`src/rtl/i2c_shifter_pkg.sv`:
```
package i2c_shifter_pkg;
  typedef enum logic [1:0] {
    PH_IDLE = 2'd0,
    PH_DATA = 2'd1,
    PH_ACK  = 2'd2
  } phase_t;
endpackage

```
`src/rtl/i2c_bitcount_field.sv`:
```
module i2c_bitcount_field #(
  parameter int DATA_W = 8,
  parameter int CODE_W = $clog2(DATA_W),
  parameter int CNT_W  = $clog2(DATA_W + 1)
) (
  input  logic              clk,
  input  logic              rst_n,
  input  logic              code_wr,
  input  logic [CODE_W-1:0] bit_code,
  input  logic              start_cond,
  output logic [CNT_W-1:0]  nbits
);
  logic [CODE_W-1:0] field_q;

  // START has priority over a software write in the same cycle
  always_ff @(posedge clk) begin
    if (!rst_n)          field_q <= '0;
    else if (start_cond) field_q <= '0;
    else if (code_wr)    field_q <= bit_code;
  end

  // code zero stands for a full data word
  always_comb begin
    if (field_q == '0) nbits = CNT_W'(DATA_W);
    else               nbits = CNT_W'(field_q);
  end
endmodule

```
`src/rtl/i2c_shift_seq.sv`:
```
module i2c_shift_seq
  import i2c_shifter_pkg::*;
#(
  parameter int DATA_W = 8,
  parameter int CNT_W  = $clog2(DATA_W + 1)
) (
  input  logic             clk,
  input  logic             rst_n,
  input  logic             start_valid,
  input  logic             dir_tx,
  input  logic             ack_en,
  input  logic [CNT_W-1:0] nbits,
  input  logic             scl_rise,
  input  logic             scl_fall,
  output logic             start_ready,
  output logic             load,
  output logic             shift_tx,
  output logic             sample_rx,
  output logic             sample_ack,
  output logic             tx_q,
  output phase_t           phase,
  output logic             done
);
  logic [CNT_W-1:0] left_q;
  logic             ack_q;

  always_ff @(posedge clk) begin
    if (!rst_n) begin
      phase  <= PH_IDLE;
      left_q <= '0;
      tx_q   <= 1'b0;
      ack_q  <= 1'b0;
      done   <= 1'b0;
    end else begin
      done <= 1'b0;
      unique case (phase)
        PH_IDLE: begin
          if (start_valid) begin
            phase  <= PH_DATA;
            left_q <= nbits;
            tx_q   <= dir_tx;
            ack_q  <= ack_en;
          end
        end
        PH_DATA: begin
          if (scl_fall) begin
            if (left_q == CNT_W'(1)) begin
              if (ack_q) begin
                phase <= PH_ACK;
              end else begin
                phase <= PH_IDLE;
                done  <= 1'b1;
              end
            end else begin
              left_q <= left_q - CNT_W'(1);
            end
          end
        end
        PH_ACK: begin
          if (scl_fall) begin
            phase <= PH_IDLE;
            done  <= 1'b1;
          end
        end
        default: phase <= PH_IDLE;
      endcase
    end
  end

  always_comb begin
    start_ready = (phase == PH_IDLE);
    load        = start_ready && start_valid;
    shift_tx    = (phase == PH_DATA) && scl_fall;
    sample_rx   = (phase == PH_DATA) && scl_rise && !tx_q;
    sample_ack  = (phase == PH_ACK) && scl_rise;
  end
endmodule

```
`src/rtl/i2c_shift_path.sv`:
```
module i2c_shift_path #(
  parameter int DATA_W = 8
) (
  input  logic              clk,
  input  logic              rst_n,
  input  logic              load,
  input  logic              shift_tx,
  input  logic              sample_rx,
  input  logic              sample_ack,
  input  logic [DATA_W-1:0] tx_byte,
  input  logic              sda_in,
  output logic              tx_msb,
  output logic [DATA_W-1:0] rx_data,
  output logic              ack_status
);
  logic [DATA_W-1:0] tx_sr;

  always_ff @(posedge clk) begin
    if (!rst_n)        tx_sr <= '0;
    else if (load)     tx_sr <= tx_byte;
    else if (shift_tx) tx_sr <= {tx_sr[DATA_W-2:0], 1'b0};
  end

  always_ff @(posedge clk) begin
    if (!rst_n)         rx_data <= '0;
    else if (load)      rx_data <= '0;
    else if (sample_rx) rx_data <= {rx_data[DATA_W-2:0], sda_in};
  end

  always_ff @(posedge clk) begin
    if (!rst_n)          ack_status <= 1'b1;
    else if (sample_ack) ack_status <= sda_in;
  end

  assign tx_msb = tx_sr[DATA_W-1];
endmodule

```
`src/rtl/i2c_master_shifter.sv`:
```
module i2c_master_shifter
  import i2c_shifter_pkg::*;
#(
  parameter int DATA_W = 8,
  localparam int CODE_W = $clog2(DATA_W)
) (
  input  logic              clk,
  input  logic              rst_n,
  input  logic              start_valid,
  output logic              start_ready,
  input  logic              dir_tx,
  input  logic              ack_en,
  input  logic              code_wr,
  input  logic [CODE_W-1:0] bit_code,
  input  logic              start_cond,
  input  logic [DATA_W-1:0] tx_byte,
  input  logic              scl_rise,
  input  logic              scl_fall,
  input  logic              sda_in,
  output logic              scl_run,
  output logic              sda_low,
  output logic [DATA_W-1:0] rx_data,
  output logic              ack_status,
  output logic              done
);
  localparam int CNT_W = $clog2(DATA_W + 1);

  logic [CNT_W-1:0] nbits;
  logic             load, shift_tx, sample_rx, sample_ack, tx_q, tx_msb;
  phase_t           phase;

  i2c_bitcount_field #(.DATA_W(DATA_W), .CODE_W(CODE_W), .CNT_W(CNT_W)) u_field (
    .clk(clk), .rst_n(rst_n), .code_wr(code_wr), .bit_code(bit_code),
    .start_cond(start_cond), .nbits(nbits)
  );

  i2c_shift_seq #(.DATA_W(DATA_W), .CNT_W(CNT_W)) u_seq (
    .clk(clk), .rst_n(rst_n), .start_valid(start_valid), .dir_tx(dir_tx),
    .ack_en(ack_en), .nbits(nbits), .scl_rise(scl_rise), .scl_fall(scl_fall),
    .start_ready(start_ready), .load(load), .shift_tx(shift_tx),
    .sample_rx(sample_rx), .sample_ack(sample_ack), .tx_q(tx_q),
    .phase(phase), .done(done)
  );

  i2c_shift_path #(.DATA_W(DATA_W)) u_path (
    .clk(clk), .rst_n(rst_n), .load(load), .shift_tx(shift_tx),
    .sample_rx(sample_rx), .sample_ack(sample_ack), .tx_byte(tx_byte),
    .sda_in(sda_in), .tx_msb(tx_msb), .rx_data(rx_data), .ack_status(ack_status)
  );

  // transmitter pulls low for a zero bit; receiver pulls low to acknowledge
  always_comb begin
    sda_low = ((phase == PH_DATA) && tx_q && !tx_msb) ||
              ((phase == PH_ACK) && !tx_q);
    scl_run = !start_ready;
  end
endmodule

```
`config.mk`:
```
export PLATFORM = sky130hd
export DESIGN_NAME = i2c_master_shifter
export DESIGN_NICKNAME = d
export VERILOG_FILES = /design/src/rtl/i2c_shifter_pkg.sv /design/src/rtl/i2c_bitcount_field.sv /design/src/rtl/i2c_shift_seq.sv /design/src/rtl/i2c_shift_path.sv /design/src/rtl/i2c_master_shifter.sv
export SDC_FILE = /design/constraint.sdc
export NUM_CORES = 1
export LEC_CHECK = 0
export ABC_AREA = 1
export BUFFER_PORTS_ARGS = -buffer_cell sky130_fd_sc_hd__buf_2
export CORE_AREA = 2 2 69 71
export CTS_BUF_LIST = sky130_fd_sc_hd__clkbuf_4
export CTS_CLUSTER_DIAMETER = 50
export DETAILED_ROUTE_END_ITERATION = 8
export DIE_AREA = 0 0 71 73
export HOLD_SLACK_MARGIN = 0.15
export RECOVER_POWER = 100
export SLEW_MARGIN = 5
export SYNTH_ARGS = -nofsm -noshare
export SYNTH_HDL_FRONTEND = slang
export SYNTH_SLANG_ARGS = --single-unit
```
`constraint.sdc`:
```
create_clock -name clk -period 1.36 [get_ports clk]
set_clock_uncertainty 0.05 [all_clocks]
set_input_delay 0.136 -clock clk [delete_from_list [all_inputs] [get_ports clk]]
set_output_delay 0.136 -clock clk [all_outputs]
set_load 0.1 [all_outputs]
```
-- After elaboration in Yosys (flattened, before gate mapping)
Cells that the tools add are included.
- register bits: 29
- bits of input ports: 21
- output and inout bits: 13
- word-level logic and storage cells: 58
- add/sub/neg operators: 1
- equality and inequality tests: 8
- multiplexer cells: 18
- bitwise gates (word level): 1
- reductions and logical operators: 21
- operator list (cell ; number):
    4-bit two-way mux ; 4
    8-bit two-way mux ; 2
    2-bit two-way mux ; 5
    1-bit logical AND ; 8
    2-bit inequality test (second input constant) ; 4
    4-bit case mux with 2 select lines ; 1
    4-bit AND reduction ; 2
    2-bit case mux with 3 select lines ; 1
    4-bit by 1-bit equality test with 1-bit output (second input constant) ; 1
    1-bit two-way mux ; 4
    2-bit nonzero test ; 2
    2-bit OR reduction ; 2
    4-bit by 1-bit subtractor with 4-bit output (second input constant) ; 1
    1-bit zero test ; 3
    3-bit zero test ; 1
    2-bit by 1-bit equality test with 1-bit output (second input constant) ; 1
    2-bit equality test (second input constant) ; 1
    2-bit zero test ; 1
    2-bit by 1-bit inequality test with 1-bit output (second input constant) ; 1
    1-bit case mux with 2 select lines ; 1
    2-bit AND reduction ; 1
    1-bit logical OR ; 1
    1-bit NOT ; 1

-- Depth between registers and ports, before layout
- depth after elaboration: 4
- gate-level depth with buffers: 9
- mapped depth without buffers: 9

-- Modules after synthesis
A second synthesis with hierarchy kept.
- cell total of the unflattened synthesis: 218
- area, all modules: 1500.2 um^2
- by module, submodules not included (module ; times used ; cells an instance ; area an instance (um^2) ; seq. area each (um^2)):
    i2c_shift_path ; 1 ; 99 ; 701.9 ; 340.3
    i2c_shift_seq ; 1 ; 91 ; 635.6 ; 180.2
    i2c_bitcount_field ; 1 ; 19 ; 125.1 ; 60.1
    i2c_master_shifter ; 1 ; 9 ; 37.5 ; 0.0

-- Worst setup path after synthesis
No wires, ideal clock.
- path kind: flip-flop to flip-flop
- start: register u_seq.phase[0]
- end: register u_seq.phase[0]
- library setup time: 115 ps
- arrival: 2542 ps
- required time: 1195 ps
- path slack: -1346 ps
- cell stages (with the launch flop): 8
- buffers on the path: 0
- clock period less this slack: 2706 ps
- cell sequence: dfxtp_1 -> inv_1 -> ha_1 -> inv_1 -> o21ai_0 -> nor2_1 -> a21oi_1 -> nor2_1
- word-level cells in the longest chain between the ends: 3
- elaborated cells on any way between the ends: 9
- classes of those cells: eq/ne (6); mux (1); reduce/logical (2)
- RTL lines (what ; line ; source):
    start, declared ; i2c_shift_seq.sv:21 ; output phase_t phase,
    start signal, assigned ; i2c_shift_seq.sv:29 ; phase <= PH_IDLE;
    start signal, assigned ; i2c_shift_seq.sv:39 ; phase <= PH_DATA;
    start signal, assigned ; i2c_shift_seq.sv:49 ; phase <= PH_ACK;
    2-bit zero test * ; -- ;
    named net start_ready ; i2c_master_shifter.sv:10 ; output logic start_ready,
    2-bit inequality test (no source line) ; -- ;
    4-bit AND reduction (no source line) ; -- ;
The timed path passes the listed nets; every way through them passes the cells marked *.
A chain may end at the register's enable or synchronous reset.

-- Final worst setup path
- start: register u_seq.phase[0]
- end: output sda_low
- word-level cells in the longest chain between the ends: 4
- elaborated cells on any way between the ends: 6
- classes of those cells: eq/ne (2); reduce/logical (4)
- RTL lines (what ; line ; source):
    2-bit by 1-bit equality test with 1-bit output ; i2c_master_shifter.sv:53 ; sda_low = ((phase == PH_DATA) && tx_q && !tx_msb) ||
    1-bit logical AND (2 in series) ; i2c_master_shifter.sv:53 ;
    1-bit logical OR * ; i2c_master_shifter.sv:53 ;
    end, declared ; i2c_master_shifter.sv:21 ; output logic sda_low,
Every way passes the cells marked *; elsewhere a longest branch is shown, timed or not.

==> reports/results.ini <==
[clock_network]
max-clock-path-buffers=2
cts-buffers-inserted=5
h-tree-depth=2
clkTransAtPathRegs_ns=0.11
worst_skew_pair.late_latency_ns=0.34
clk_root_buffer_cell=sky130_fd_sc_hd__clkbuf_4
numClockSinks=29
cts_tree=yes

[detailed_routing]
wl_per_cell_um=10.8
drt_iter0_markers=55
route.vias.total=1550
detail_route.wirelength_um=3680
drt-pass1-iter-count=6
viasPerCell=4.56
post-route-drc-count=0
ant_nets=0

[grt]
global_route.overflow_total=0
grt_antenna_before_repair=0
grt_pass1_vias=1483
grt_util_all_layers_pct=15.7
grt_first_pass_wirelength_um=6440
largest_net_degree_at_the_start_of_global_routing=11

[power_and_ir_drop]
ir_drop_worst_case_vdd_v=0.000727
power.leakage_nw=0.984
p_per_area_mw_per_mm2=2030
p_total_w=0.00479

[worst_setup_path]
timing.critical_path.to_type=primary output
crit_slowest_cell=sky130_fd_sc_hd__dfxtp_4
data_arrival_at_the_endpoint_of_the_critical_path_ns=1.34
regToRegStartpoint=u_seq.phase[0]$_SDFFE_PN0P_
slowest_delay_ns=0.39
critPathKind=flop to primary output
worst_r2r_endpoint=u_path.rx_data[1]$_SDFFE_PP0P_
worst_ep_required_time_ns=1.17
ff2ff_path_depth=8
cp_max_fo=3
worst_setup_slack_for_register_to_register_paths_ns=-0.13
path_cells=buf_6 -> ha_4 -> nand2_2 -> o22ai_4 -> buf_12
critical_path.startpoint_type=flop

[synthesis]
yosysSeqAreaShare_pct=42.6
mappedNetlistNets=227
synthesis.area_mm2=0.00136
synth_largest_area_cell=sky130_fd_sc_hd__dfxtp_1
netlist_instances=201
yosysUniqueCellTypes=21
ys_top_cells_by_area=sky130_fd_sc_hd__dfxtp_1 (43%), sky130_fd_sc_hd__nand2_1 (14%), sky130_fd_sc_hd__nor2_1 (13%), sky130_fd_sc_hd__a21oi_1 (7.3%), sky130_fd_sc_hd__o21ai_0 (5.1%)
yosys_warnings=0
synth_seq_cells=29
post-synth-top-area-fraction_pct=42.6
synth_area_per_cell_um2=6.78

[timing]
fin_crit_ns=1.53
report.final.slew_viol_count=0
tightest_slew_ns=0.536
finalHoldViolCount=0
final.setup.tns_ns=-2.25
setup_viol=25
grt_setup_unrepaired=yes
clock.fmax_mhz=655
final_min_period_over_clock_period_pct=112
max_slew_headroom_pct=64.4
setup_slack_ns=-0.166

[worst_hold_path]
timing.hold.worst_path_depth=4
worst_hold_path_type=input pin to flop
worstHoldStart=rst_n
worstHoldEndpoint=u_path.tx_sr[7]$_SDFFE_PN0P_

[floorplan]
starting_density_of_the_core_pct=30.0
core_area_mm2=0.00454
boundaryPins=34
die_x_um=71
row_count=25
die_area_mm2=0.00518
fp.dieH_um=73

[final_layout]
antenna_cells=0
layout.core_utilization_pct=52.2
final_layout_size_suffix_gt1_share_pct=40.6
layout.nets=311
syn_to_layout_area_delta_pct=73.6

[job]
drv_cap=0

[place]
gp_congestion=0.810
detailed_placer_s_ending_hpwl_um=2320
buffer_ports.inserted=33

[status]
failed_checks=setup timing
status=finished, violations left

-- synth_stat cells, drive strengths merged --
| cell type | n |
|---|---|
| nand3 | 8 |
| or2 | 1 |
| nand2 | 52 |
| nor2 | 46 |
| a21oi | 20 |
| buf | 2 |
| nor3 | 2 |
| o22ai | 1 |
| ha | 5 |
| clkbuf | 2 |
| clkinv | 2 |
| inv | 14 |
| nand4 | 1 |
| o21ai | 16 |
| dfxtp | 29 |
-- routing by layer --
metal	vias to the layer above	wire length, um	track usage, %
met5	-	0	0
met4	0	94	7.55
met3	10	173	4.01
met2	46	1750	25.5
met1	682	1660	19.4
li1	812	-	-
-- critical path, delay by kind of cell (launching register included) --
family,cells,cell delay (ns)
compound gates,1,0.13
fa+ha+maj,1,0.12
buf+inv,2,0.29
flops,1,0.39
simple gates,1,0.06
-- layout make-up --
type	count	area [um^2]
fill	422	2170
multi-input combinational	152	890
timing repair buffer	80	677
sequential	29	586
inverter	16	83.8
tap	54	67.6
clock buffer	5	37.5
clock inverter	3	17.5
timing repair inverter	1	7.51
-- state kept, by name, indices dropped and copies added (netlist names) --
register / cells
u_path.tx_sr: 8
u_seq.ack_q: 1
u_field.field_q: 3
u_seq.tx_q: 1
u_seq.left_q: 4
u_path.ack_status: 1
u_path.rx_data: 8
u_seq.done: 1
u_seq.phase: 2
-- layout by cell type, fill, tap and decap left out, drive strengths merged --
master,Yosys,final
o22ai,1,1
dlygate4sd3,0,23
nor2,46,46
ha,5,5
nor3,2,2
buf,2,49
nand4,1,1
nand2,52,52
or2,1,1
clkbuf,2,13
a21oi,20,20
inv,14,13
dfxtp,29,29
clkinvlp,0,3
clkinv,2,4
o21ai,16,16
nand3,8,8
-- through the flow --
step                      instance area, um^2  hold WS (ns)  worst slack, ns  instances
after floorplan                          1400         0.221           -0.608        201
after global placement                   1770         0.318           -0.127        300
after detailed placement                 1770         0.316           -0.124        300
after CTS                                2240         0.164           -0.181        340
after global routing                     2370         0.171           -0.224        340
final                                    2370         0.169           -0.166        340
-- worst max path at each step --
stage               slack [ns]                   startpoint  depth (start not counted)                           end
finish                   -0.17  u_seq.phase[0]$_SDFFE_PN0P_                          5                       sda_low
floorplan                -0.61  u_seq.phase[1]$_SDFFE_PN0P_                          9  u_seq.left_q[3]$_SDFFE_PN0P_
CTS                      -0.18  u_seq.phase[1]$_SDFFE_PN0P_                          5                       sda_low
detailed placement       -0.12  u_seq.phase[1]$_SDFFE_PN0P_                          8  u_path.tx_sr[3]$_SDFFE_PN0P_
global placement         -0.13  u_seq.phase[0]$_SDFFE_PN0P_                          6  u_seq.left_q[0]$_SDFFE_PN0P_
global route             -0.22  u_seq.phase[0]$_SDFFE_PN0P_                          5                       sda_low
-- repair_timing --
item / CTS / global route
endpoints found under the setup margin: 26 / 36
gates cloned: 2 / 0
pin swaps: 6 / 13
hold endpoints to repair: 22 / 0
gates resized for setup: 35 / 42
setup buffers: 8 / 0
hold buffers: 23 / 0
-- power by group --
group	internal (W)	switching (W)
registers	0.00102	0.000149
clock network	0.000195	0.000336
logic	0.00135	0.00175
-- cell families after synthesis --
logic type,Yosys count,synth area share (%)
simple gates,110,32.8
buf+inv,20,6.34
flops,29,42.6
compound gates,37,13.7
fa+ha+maj,5,4.59
(Power assumes the default switching activity.)
